File: src/rtl/clkdiv_pkg.sv
package clkdiv_pkg;
  typedef enum logic [1:0] {
    MAP_UNBOUND = 2'b00,
    MAP_LINE0   = 2'b01,
    MAP_LINE1   = 2'b10,
    MAP_UNUSED  = 2'b11
  } line_map_e;

  localparam int NUM_LINES = 2;
  localparam int MIN_RATIO = 2;
endpackage

File: src/rtl/clkdiv_sync2.sv
module clkdiv_sync2 #(
  parameter int WIDTH = 2
) (
  input  logic             clk,
  input  logic             rst_n,
  input  logic [WIDTH-1:0] async_in,
  output logic [WIDTH-1:0] sync_out
);
  logic [WIDTH-1:0] meta_q;
  logic [WIDTH-1:0] stab_q;

  for (genvar i = 0; i < WIDTH; i++) begin : g_bit
    always_ff @(posedge clk or negedge rst_n) begin
      if (!rst_n) begin
        meta_q[i] <= 1'b0;
        stab_q[i] <= 1'b0;
      end else begin
        meta_q[i] <= async_in[i];
        stab_q[i] <= meta_q[i];
      end
    end
  end

  assign sync_out = stab_q;
endmodule

File: src/rtl/clkdiv_ratio_sel.sv
module clkdiv_ratio_sel
  import clkdiv_pkg::*;
#(
  parameter int RW         = 8,
  parameter bit SELECTABLE = 1'b1
) (
  input  logic [RW-1:0]        ratio_a,
  input  logic [RW-1:0]        ratio_b,
  input  logic [1:0]           sel_map,
  input  logic [NUM_LINES-1:0] lines_sync,
  output logic [RW-1:0]        ratio_next
);
  localparam logic [RW-1:0] FLOOR_N = RW'(MIN_RATIO);

  logic [RW-1:0] raw_n;

  if (SELECTABLE) begin : g_switch
    line_map_e map_e;
    logic      pick_b;
    always_comb begin
      map_e = line_map_e'(sel_map);
      case (map_e)
        MAP_LINE0: pick_b = lines_sync[0];
        MAP_LINE1: pick_b = lines_sync[1];
        default:   pick_b = 1'b0;
      endcase
      raw_n = pick_b ? ratio_b : ratio_a;
    end
  end else begin : g_fixed
    logic unused_sel;
    assign unused_sel = ^{ratio_b, sel_map, lines_sync};
    assign raw_n      = ratio_a;
  end

  assign ratio_next = (raw_n < FLOOR_N) ? FLOOR_N : raw_n;
endmodule

File: src/rtl/clkdiv_core.sv
module clkdiv_core #(
  parameter int RW = 8
) (
  input  logic          clk,
  input  logic          rst_n,
  input  logic [RW-1:0] ratio_next,
  output logic          clk_div,
  output logic [RW-1:0] lat_n,
  output logic [RW-1:0] cnt,
  output logic          running,
  output logic          period_end
);
  logic [RW-1:0] cnt_q;
  logic [RW-1:0] lat_q;
  logic          run_q;
  logic          out_q;
  logic [RW-1:0] cnt_nx;
  logic [RW-1:0] half_n;

  assign cnt_nx     = cnt_q + 1'b1;
  assign half_n     = lat_q >> 1;
  assign period_end = !run_q || (cnt_q == lat_q - 1'b1);

  always_ff @(posedge clk or negedge rst_n) begin
    if (!rst_n) begin
      cnt_q <= '0;
      lat_q <= '0;
      run_q <= 1'b0;
      out_q <= 1'b0;
    end else if (period_end) begin
      cnt_q <= '0;
      lat_q <= ratio_next;
      run_q <= 1'b1;
      out_q <= 1'b1;
    end else begin
      cnt_q <= cnt_nx;
      out_q <= (cnt_nx < half_n);
    end
  end

  assign clk_div = out_q;
  assign lat_n   = lat_q;
  assign cnt     = cnt_q;
  assign running = run_q;
endmodule

File: src/rtl/clkdiv_dual_ratio.sv
module clkdiv_dual_ratio
  import clkdiv_pkg::*;
#(
  parameter int RW         = 8,
  parameter bit SELECTABLE = 1'b1
) (
  input  logic          clk_ref,
  input  logic          rst_n,
  input  logic [RW-1:0] ratio_a,
  input  logic [RW-1:0] ratio_b,
  input  logic [1:0]    sel_map,
  input  logic [1:0]    sel_line,
  output logic          clk_out
);
  logic [NUM_LINES-1:0] lines_sync;
  logic [RW-1:0]        ratio_next;
  logic [RW-1:0]        lat_n;
  logic [RW-1:0]        cnt_w;
  logic                 run_w;
  logic                 end_w;

  clkdiv_sync2 #(.WIDTH(NUM_LINES)) u_sync (
    .clk      (clk_ref),
    .rst_n    (rst_n),
    .async_in (sel_line),
    .sync_out (lines_sync)
  );

  clkdiv_ratio_sel #(.RW(RW), .SELECTABLE(SELECTABLE)) u_sel (
    .ratio_a    (ratio_a),
    .ratio_b    (ratio_b),
    .sel_map    (sel_map),
    .lines_sync (lines_sync),
    .ratio_next (ratio_next)
  );

  clkdiv_core #(.RW(RW)) u_core (
    .clk        (clk_ref),
    .rst_n      (rst_n),
    .ratio_next (ratio_next),
    .clk_div    (clk_out),
    .lat_n      (lat_n),
    .cnt        (cnt_w),
    .running    (run_w),
    .period_end (end_w)
  );
endmodule

File: config.mk
export PLATFORM = sky130hd
export DESIGN_NAME = clkdiv_dual_ratio
export DESIGN_NICKNAME = d
export VERILOG_FILES = /design/src/rtl/clkdiv_pkg.sv /design/src/rtl/clkdiv_sync2.sv /design/src/rtl/clkdiv_ratio_sel.sv /design/src/rtl/clkdiv_core.sv /design/src/rtl/clkdiv_dual_ratio.sv
export SDC_FILE = /design/constraint.sdc
export NUM_CORES = 1
export LEC_CHECK = 0
export ABC_AREA = 0
export BUFFER_PORTS_ARGS = -buffer_cell sky130_fd_sc_hd__buf_2
export CAP_MARGIN = 5
export CELL_PAD_IN_SITES_DETAIL_PLACEMENT = 1
export CELL_PAD_IN_SITES_GLOBAL_PLACEMENT = 1
export CORE_MARGIN = 4
export CORE_UTILIZATION = 44
export DETAILED_ROUTE_END_ITERATION = 8
export PLACE_DENSITY = 0.86
export SYNTH_ARGS = -nofsm -noshare
export SYNTH_HDL_FRONTEND = slang
export SYNTH_SLANG_ARGS = --single-unit
export TNS_END_PERCENT = 1
File: constraint.sdc
create_clock -name clk_ref -period 2.5 [get_ports clk_ref]
set_input_delay 0.125 -clock clk_ref [delete_from_list [all_inputs] [get_ports clk_ref]]
set_output_delay 0.125 -clock clk_ref [all_outputs]
set_load 0.005 [all_outputs]
==> results list, run 1 <==
- Sequential cell area: 551 um2
- In the synthesized netlist, the number of instances is 169.
- Area added between synthesis and finish: 12.7%
- WS Path Type: flip-flop to flip-flop
- The max-slew violation count is 0.
- In this run, CTS created clock tree buffers numbering 3.
- For the pin with the worst max-slew slack, the measured transition is 791 ps.
- Count of cells along the worst hold path: 3
- Number of antenna repair diodes: 0
- Xor and xnor fraction of the mapped netlist area: 0.0921
* Shortest clock period the worst path allows after layout: about 2300 ps
- Of all nets on the critical path, the largest fanout is 15.
- Synth Area in Compound Gates: 0.221
* Number of rows created at floorplan: 21
- Clock insertion delay at the later pin of the skew report: 260 ps
- Detailed-route wire length per cell: just over 20 um
- TritonCTS clock tree: done
* DIE AREA: 0.00471 mm2
* Final sum of negative setup slack: 0 ps
- Multi-input combinational cell area: 965 um2
* Largest family of logic cells by synthesized area: compound AO/OA/AOI/OAI gates
* Antenna violations before repair: 0
* Largest net degree at the start of global routing: 26
- The first global-routing pass estimated 7890 um of wire.
* Worst ir drop on vdd: 406 uV
* Core area: 0.00344 mm2
- Among all stages on the critical path, the largest delay is contributed by dfrtp_1.
- Via density per instance: around 6
* Via count of the first global-routing pass: 1610
- Ratio of cells with drive above 1 in the final layout: 0.173
- Number of distinct library cells after synthesis: 45
- Number of fillers in the final layout: 407
- Max Freq: between 400 and 500 MHz
- Dividing the final minimum period by the clock period gives 0.916.
- The count of cells in the finished layout, fillers not included, comes to 237.
* Power Density: 774 mW/mm2
* Number of nets produced by synthesis: around 200
- From bottom edge to top edge, the die measures 68.6 um.
- Number of enable flip-flop cells after synthesis: 0
- RR Startpoint: u_core.lat_n[0]
- CTS placed an instance of clkbuf_8 at the clock tree root.
- Crit path arrival time: 2430 ps
* Final Hold Violating Endpoints: 0
- Yosys printed 0 warnings.
* Number of top-level design ports: 23
- The routed design uses 166 um of met3 wire.
- Depth of the most critical reg-to-reg path: 8
* Min-Delay Endpoint: u_core.lat_n[3]
- Outcome: complete, no violations
- Sum of internal, switching and leakage power: 1410 uW
- In the detailed route, the total length drawn on met2 is 2550 um.
- The startpoint identified for the worst hold timing path is ratio_a[3].
- Capture point of the worst reg-to-reg path: u_core.clk_div
* Top FF cell, synth: dfrtp_1
- Measured along the x axis, the die boundary spans about 69 um.
- Max-Slew Margin vs Limit: 0.471
- Worst path cell trace: inv_1, ha_1, xnor2_1, a21oi_1, a32oi_1, a211oi_4, buf_4, a311o_1
- In this run the remaining antenna-violating nets after routing total 0.
- RSZ-0062 raised after global routing: false
- Overall routed net length: 4790 um
- Setup slack of the most critical reg-to-reg path: 210 ps
- Total grt overflow: 0
* Initial DRT Pass Iterations: 4
- The portion of synthesized area spent on multiplexers is 0.0372.
- STA classifies the critical path endpoint as a flip-flop.
- Synthesis inferred 22 register bits.
- Across every metal layer, demand over resource in global routing totals 0.233.
- Total number of vias: about 1400
* Iter 0 DRT Violations: 73
- Max-cap violations in this run came to 0.
- The mapped netlist covers roughly 0.0016 mm2.
* Gpl congestion: 0.897
- Once detailed placement completed, the half-perimeter wirelength came to 3680 um.
- H-tree depth: 1
* Top routing layer used: met4
- Across the routed clock network, the largest skew measured is 1.67 ps.
* Post-route DRC violation count: 0
- Post-CTS setup repair buffer count: 0
- Clk slew on worst S/H paths: ~80 ps
* Detailed-routing wirelength on met1: about 1900 um
- Hold is met by 278 ps.
- The critical path starts at u_core.lat_n[0].
* Element type at the critical path start: flip-flop
* Clock tree sinks: 22
* P_leak: 0.000794 uW
* Stage delay of the slowest cell on the critical path: between 400 and 500 ps
* Fraction of registers with async set/reset: 1.00
- Average cell area after synthesis: between 9 and 10 um2
* Total placed cells including tap cells: 231
* Final Net Count: approximately 230
- The count of buffers added on input and output ports is 22.
- Class of the worst hold path: primary input to flip-flop
- For this configuration, the core starts out at a cell density of 0.470.
* Adder and majority cell fraction of the synthesized area: 0.0774
* Post-Synth Simple-Gate Area: 0.164
* Maximum root-to-sink buffer count: 2
- Setup violations remaining at the end of the flow were counted as 0.
- Of the synthesized area, sequential elements account for 0.341.
- WP data required: 2640 ps
==> placed cells by master, fill, tap and decap left out, types with 3 or more instances in the layout <==
cell,count
nor3_1,4
xnor2_1,11
a21oi_1,4
buf_2,22
nand3_1,6
ha_1,10
a221oi_1,6
mux2i_1,6
xor2_1,6
inv_1,13
dfrtp_1,22
o21ai_0,4
nor3b_1,7
nor2_1,14
o21a_1,3
dlygate4sd3_1,3
a32o_1,7
clkbuf_8,3
nand2_1,5
==> power breakdown <==
| group | switching (uW) | total [uW] | leakage (uW) | internal (uW) |
|---|---|---|---|---|
| Sequential | 120 | 536 | 0.000272 | 416 |
| Combinational | 375 | 655 | 0.000501 | 280 |
| Clock | 111 | 218 | 0.0000216 | 108 |
==> per-stage QoR <==
stage          instance area (um2)   util  setup WS [ps]
6_report                      1820  0.529            210
3_3_place_gp                  1750  0.507            291
3_5_place_dp                  1750  0.507            133
2_1_floorplan                 1620      -            394
5_1_grt                       1820  0.529           80.7
4_1_cts                       1820  0.528           71.2
==> how the worst max path moves through the flow <==
stage,slack (ps),endpoint,cells after the start
2_1_floorplan,390,u_core.lat_n[2],9
3_3_place_gp,290,u_core.lat_n[5],6
3_5_place_dp,130,u_core.clk_div,6
4_1_cts,70,u_core.clk_div,6
5_1_grt,80,u_core.clk_div,8
6_report,210,u_core.clk_div,8
==> registers in the layout (all words and copies together) (netlist names) <==
register and flops:
u_core.cnt 8, u_core.clk_div 1, u_core.lat_n 8, u_sync.sync_out 2
u_core.running 1, u_sync.meta_q 2
==> cell families (layout without fill, tap and decap cells) <==
logic type	count (synthesis)	count (layout)
buf+inv	22	44
other cells	1	1
compound gates	43	43
fa+ha+maj	10	10
flops	22	22
simple gates	48	48
mux	6	6
xor+xnor	17	17
==> area by class of cell <==
| class | count | share of cell area |
|---|---|---|
| multi-input combinational | 125 | 0.530 |
| tap | 46 | 0.0316 |
| timing repair buffer | 27 | 0.0852 |
| sequential | 22 | 0.302 |
| inverter | 14 | 0.0288 |
| clock buffer | 3 | 0.0227 |
==> layer usage <==
layer,vias up,GRT usage
met3,16,0.0373
met1,718,0.263
met5,-,0
met4,0,0.102
li1,670,-
met2,34,0.427
==> cells in the mapped netlist, types with 3 or more instances <==
cell type	count	area (um2)
o21ai_0	4	20.0
mux2i_1	6	60.1
a21oi_1	4	20.0
nand2_1	5	18.8
xnor2_1	11	96.3
nand3_1	6	30.0
nor3_1	5	25.0
inv_1	13	48.8
nor3b_1	7	52.6
ha_1	10	125
a221oi_1	6	52.6
a32o_1	7	70.1
clkbuf_1	4	15.0
buf_6	3	33.8
dfrtp_1	22	551
nor2_1	14	52.6
xor2_1	6	52.6
o21a_1	3	22.5
==> critical path: cells and delay by family, from the launching register on <==
family,cells,cell delay (ps)
compound gates,4,890
flops,1,460
fa+ha+maj,1,310
buf+inv,2,300
xor+xnor,1,200
==> what timing repair did <==
action | 4_1_cts | 5_1_grt
hold buffers | 3 | 0
endpoints found under the hold margin | 24 | 0
resized for setup | 0 | 1
setup endpoints to repair | 0 | 8
(Power assumes the default switching activity.)
==> run 2: changes to the inputs <==
Settings changed: CTS_CLUSTER_DIAMETER from default to 30, RECOVER_POWER from default to 50.
==> results list, run 2 (synthesis gave the netlist of run 1 again) <==
- Outcome: complete, no violations (unchanged).
* TritonCTS clock tree: done (unchanged)
- The shortest clock period the worst path allows after layout is 2290 ps (about the same).
* Number of fillers in the final layout: 408 (was 407)
* Max-Slew Margin vs Limit: 0.177 (was 0.471)
- Overall global routing resource usage: 0.233 (unchanged)
* Sw Share: 0.430 (about the same)
- Setup slack of the most critical reg-to-reg path: 210 ps (about the same)
- The die width is 68.6 um (unchanged).
- Global-route wire length before repair: 7890 um (unchanged)
- Total number of vias: 1438 (unchanged)
* Overall routed net length: 4790 um (about the same)
* Net load switching power: 606 uW (about the same)
- Commonest cells after routing, fill and taps aside: 22 x dfrtp_1, 21 x buf_2, 14 x nor2_1, 13 x inv_1, 11 x xnor2_1 (was 22 x buf_2, 22 x dfrtp_1, 14 x nor2_1, 13 x inv_1, 11 x xnor2_1).
- The library cell used most frequently in the layout, excluding fill and tap cells, is dfrtp_1.
* Number of slew-limit violations in the final report: 0 (unchanged)
- The number of hold violations in the final report was 0 (unchanged).
* Critical-path maximum fanout: 15 (unchanged)
- Maximum root-to-sink buffer count: 2 (unchanged)
- The number of inserted diodes came to 0 (unchanged).
- Clock tree sinks: 22 (unchanged)
- Post-route DRC violation count: 0 (unchanged)
* Share of power burned in the clock network: 0.155 (about the same)
- The number of buffers created by CTS was 3 (unchanged).
- The placer's final routability congestion estimate is 0.897 (unchanged).
- Initial core utilization: 0.470 (unchanged)
- The clock latency reported for the late side of the worst-skew pair was 260 ps (about the same).
- The clock-pin transition on the worst setup and hold timing paths is 80 ps (about the same).
- The count of TritonRoute iterations in the first routing pass was 4 (unchanged).
* Relative contribution of sequential cells to total power: 0.380 (about the same)
* Detailed-route wire length per cell: 20.2 um (about the same)
* Iter 0 DRT Violations: 73 (unchanged)
- The die span in y came to 68.6 um (unchanged).
- The part of the total power dissipated in combinational logic came to 0.465 (about the same).
* Internal portion of total power: 803 uW (about the same)
* CP Capture Type: flip-flop (unchanged)
- CTS root buf: clkbuf_8 (unchanged)
* Worst ir drop on vdd: 406 uV (about the same)
- Max Freq: 437 MHz (about the same)
- The final setup TNS is 0 ps (unchanged).
- H-tree depth: 1 (unchanged)
- Via density per instance: 6.07 (unchanged)
- The remaining number of nets flagged by the antenna check after routing is 0 (unchanged).
- P_leak: 0.000791 uW (was 0.000794 uW)
- Antenna violations before repair: 0 (unchanged)
- Total half-perimeter wirelength after legalization and detailed placement: 3680 um (unchanged)
* DIE AREA: 0.00471 mm2 (unchanged)
- The placeable core region is 0.00344 mm2 (unchanged).
- The number of buffers added for setup after CTS came to 0 (unchanged).
- Worst slew pin tran: 1230 ps (was 791 ps)
- WS Path Type: flip-flop to flip-flop (unchanged)
- Number of rows created at floorplan: 21 (unchanged)
- Crit path arrival time: 2430 ps (about the same)
* Final-layout worst hold slack: 278 ps (unchanged)
- Number of top-level design ports: 23 (unchanged)
- Depth of the most critical reg-to-reg path: 8 (unchanged)
- The signed area change from the synthesized netlist to the final layout came to 12.6% (was 12.7%).
- Endpoints failing setup: 0 (unchanged)
* RSZ-0062 raised after global routing: false (unchanged)
* Ratio of cells with drive above 1 in the final layout: 0.168 (was 0.173)
- Max-capacitance violation count: 0 (unchanged)
* Total grt overflow: 0 (unchanged)
- Sequential cell area: 551 um2 (unchanged)
* Element type at the critical path start: flip-flop (unchanged)
- The number of global-route vias before repair is 1610 (unchanged).
* Power Density: 774 mW/mm2 (about the same)
- The post-route clock skew was 1.67 ps (unchanged).
- The maximum number of pins on one net before global-route repair is 26 (unchanged).
* Multi-input combinational cell area: 965 um2 (unchanged)
- Class of the worst hold path: primary input to flip-flop (unchanged)
- The total of buffers placed on input and output ports is 22 (unchanged).
* Final Net Count: 225 (unchanged)
- The portion of the clock cycle consumed by the worst path in the final layout came to 0.916 (about the same).
- The required arrival time at the worst endpoint is 2640 ps (about the same).
- Count of cells along the worst hold path: 3 (unchanged)
==> run 2: layout make-up <==
cell class	instances	share of cell area
well taps	46	0.0316
clock buffers	3	0.0227
flip-flops and latches	22	0.302
multi-input cells	125	0.530
repair buffers	27	0.0845
inverters	14	0.0289
==> run 2: power groups by stage <==
stage                     Combinational [uW]  Clock, uW  Sequential, uW
after floorplan                          512          0             489
after global placement                   589          0             525
after detailed placement                 633          0             535
after CTS                                646        219             529
after global routing                     728        235             546
final                                    655        218             536
==> run 2: worst paths after layout <==
kind,endpoint,from
setup / recovery,u_core.clk_div,u_core.lat_n[0]
hold / removal,u_core.lat_n[3],ratio_a[3]
setup reg to reg,u_core.clk_div,u_core.lat_n[0]
hold reg to reg,u_sync.sync_out[1],u_sync.meta_q[1]
max in group asynchronous,u_core.clk_div,rst_n
min in group asynchronous,u_core.lat_n[0],rst_n
==> run 2: per-layer routing <==
layer | vias to the layer above | GRT usage | wire, um
li1 | 670 | - | -
met1 | 718 | 0.263 | 1900
met2 | 34 | 0.427 | 2550
met3 | 16 | 0.0373 | 166
met4 | 0 | 0.102 | 173
met5 | - | 0 | 0
==> run 2: repair_timing <==
action / in CTS / in global routing
gates resized for setup: 0 / 1
hold buffers: 3 / 0
endpoints found under the hold margin: 24 / 0
setup endpoints to repair: 0 / 8
==> run 2: critical path: stages, from the launching register on <==
cell,delay (ps)
dfrtp_1,460
inv_1,90
ha_1,310
xnor2_1,200
a21oi_1,100
a32oi_1,410
a211oi_4,40
buf_4,210
a311o_1,340
==> run 2: metrics by stage <==
step	worst slack [ps]	cells	cell area [um2]	utilization	power [uW]
floorplan	394	169	1620	-	1000
global placement	291	231	1750	0.507	1110
finish	210	237	1820	0.529	1410
CTS	71.2	237	1820	0.528	1390
global route	80.7	237	1820	0.529	1510
detailed placement	133	231	1750	0.507	1170
==> run 3: changes to the inputs <==
--- a/config.mk
+++ b/config.mk
@@ -12,3 +12,3 @@
 export CELL_PAD_IN_SITES_GLOBAL_PLACEMENT = 1
-export CORE_MARGIN = 4
+export CORE_MARGIN = 2
 export CORE_UTILIZATION = 44
==> constraint.sdc (replaced) <==
create_clock -name clk_ref -period 2.5 [get_ports clk_ref]
set_input_delay 0.25 -clock clk_ref [delete_from_list [all_inputs] [get_ports clk_ref]]
set_output_delay 0.25 -clock clk_ref [all_outputs]
set_load 0.005 [all_outputs]
==> results list, run 3 (synthesis gave the netlist of run 1 again) <==
* Iter 0 DRT Violations: 98 (was 73)
- Power Density: 789 mW/mm2 (was 774 mW/mm2)
- The relative max-transition margin is 0.189 (was 0.177).
- CTS root buf: clkbuf_8 (unchanged)
* Overall routed net length: 4450 um (was 4790 um)
- Post-route standard cell area excluding fillers: 0.00183 mm2 (was 0.00182 mm2)
- Ratio of cells with drive above 1 in the final layout: 0.177 (was 0.168)
* Critical-path maximum fanout: 9 (was 15)
* Initial DRT Pass Iterations: 4 (unchanged)
* Total half-perimeter wirelength after legalization and detailed placement: 3500 um (was 3680 um)
- Crit path arrival time: 2500 ps (was 2430 ps)
- Class of the worst hold path: primary input to flip-flop (unchanged)
- The die outline area was 0.00418 mm2 (was 0.00471 mm2).
* Outcome: complete, no violations (unchanged)
- Worst slew pin tran: 1220 ps (was 1230 ps)
- P_leak: 0.000799 uW (was 0.000791 uW)
- The starting density of the core is 0.448 (was 0.470).
* Clk slew on worst S/H paths: 80 ps (about the same)
- Maximum root-to-sink buffer count: 2 (unchanged)
- WS Path Type: flip-flop to flip-flop (unchanged)
- The number of design rule violations left after detail routing is 0 (unchanged).
- The required arrival time at the worst endpoint came to 2650 ps (was 2640 ps).
- Most frequent standard cell in the layout excluding fill and tap cells: dfrtp_1 (unchanged)
* Final Net Count: 225 (unchanged)
* Via density per instance: 6.10 (was 6.07)
- Clock insertion delay at the later pin of the skew report: 270 ps (was 260 ps)
- The number of antenna violations at the first check in global routing was 0 (unchanged).
- Area added between synthesis and finish: 13.0% (was 12.6%)
- The capturing element type of the critical path is a flip-flop (unchanged).
- The leftover overflow at the end of global routing came to 0 (unchanged).
- The die span in y came to 64.6 um (was 68.6 um).
* Clock tree sinks: 22 (unchanged)
* TritonCTS clock tree: done (unchanged)
- The portion of the clock cycle consumed by the worst path in the final layout is 0.938 (was 0.916).
- The number of hold violations in the final report came to 0 (unchanged).
- The number of inserted diodes was 0 (unchanged).
- The overall fraction of global-route tracks in use was 0.243 (was 0.233).
- The final count of negative-setup-slack endpoints is 0 (unchanged).
- Total placed instance area: 0.00176 mm2 (was 0.00175 mm2)
- Max Freq: 426 MHz (was 437 MHz)
- The shortest clock period the worst path allows after layout came to 2350 ps (was 2290 ps).
- Die W: 64.6 um (was 68.6 um)
- The number of cell rows is 22 (was 21).
- RSZ-0062 raised after global routing: false (unchanged)
- Final worst clock skew: 1.45 ps (was 1.67 ps)
* Worst ir drop on vdd: 444 uV (was 406 uV)
* Commonest cells after routing, fill and taps aside: 22 x dfrtp_1, 21 x buf_2, 14 x nor2_1, 13 x inv_1, 11 x xnor2_1 (unchanged)
- Sum of internal, switching and leakage power: 1440 uW (was 1410 uW)
- Largest net degree at the start of global routing: 26 (unchanged)
* Final-layout worst hold slack: 80.8 ps (was 278 ps)
- The routed via count is 1463 (was 1438).
- The internal reg-to-reg setup slack is 150 ps (was 210 ps).
- The max-slew violation count came to 0 (unchanged).
- The number of buffers created by CTS came to 3 (unchanged).
- The total of buffers placed on input and output ports came to 22 (unchanged).
- H-tree depth: 1 (unchanged)
- Max-capacitance violation count: 0 (unchanged)
- The placeable core region came to 0.00361 mm2 (was 0.00344 mm2).
* Number of top-level design ports: 23 (unchanged)
- The nature of the critical path startpoint was a flip-flop (unchanged).
- Via count of the first global-routing pass: 1586 (was 1610)
* Post-CTS setup repair buffer count: 0 (unchanged)
- Gpl congestion: 0.924 (was 0.897)
* Detailed-route wire length per cell: 18.5 um (was 20.2 um)
- The wire length of the first global-routing pass is 7730 um (was 7890 um).
- Number of routed nets with antenna violations: 0 (unchanged)
- The final setup TNS is 0 ps (unchanged).
## run 3: cell count changes in the layout (fill, tap and decap cells not counted), sizes merged
cell / previous run / this run
buf: 23 / 25
dlygate4sd3: 3 / 1
clkbuf: 4 / 5
## run 3: final cells by class
type                       count  area, um2
tap                           48       60.1
clock buffer                   4       55.1
inverter                      14       52.6
timing repair buffer          27        149
multi-input combinational    125        960
fill                         441       1780
sequential                    22        551
## run 3: critical path, cell delays in order, from the launching register on
cell and delay, ps:
dfrtp_1 450, inv_1 100, ha_1 310, xnor2_1 210, a21oi_1 120, a32oi_1 400
a211oi_4 120, buf_4 200, a311o_1 330
## run 3: power breakdown
group          leakage [uW]  internal, uW  switching (uW)  total [uW]
logic              0.000499           278             373         651
registers          0.000272           416             111         527
clock network     0.0000288           141             122         263
## run 3: what timing repair did
action,in CTS,in global routing
gates resized for setup,0,0
hold buffers,1,0
endpoints found under the hold margin,22,0
endpoints found under the setup margin,0,0
## run 3: path summary, 6_finish.rpt
check                                 start                  to  cells after the start
max in group asynchronous             rst_n    u_sync.meta_q[0]                      2
min in group asynchronous             rst_n     u_core.lat_n[3]                      2
hold reg to reg            u_sync.meta_q[0]  u_sync.sync_out[0]                      0
setup / recovery            u_core.lat_n[0]      u_core.clk_div                      8
hold / removal                  sel_line[0]    u_sync.meta_q[0]                      1
setup reg to reg            u_core.lat_n[0]      u_core.clk_div                      8
## run 3: through the flow
stage | cells | setup slack [ps] | utilization
after floorplan | 169 | 394 | -
after global placement | 235 | 320 | 0.489
after detailed placement | 235 | 219 | 0.489
after CTS | 240 | 179 | 0.507
after global routing | 240 | 29.9 | 0.507
final | 240 | 154 | 0.507
## run 3: routing by layer
metal | vias to the layer above | GRT usage | part of all wire
met1 | 739 | 0.303 | 0.43
met2 | 38 | 0.408 | 0.49
li1 | 669 | - | -
met5 | - | 0 | 0
met4 | 0 | 0.120 | 0.044
met3 | 17 | 0.0417 | 0.033
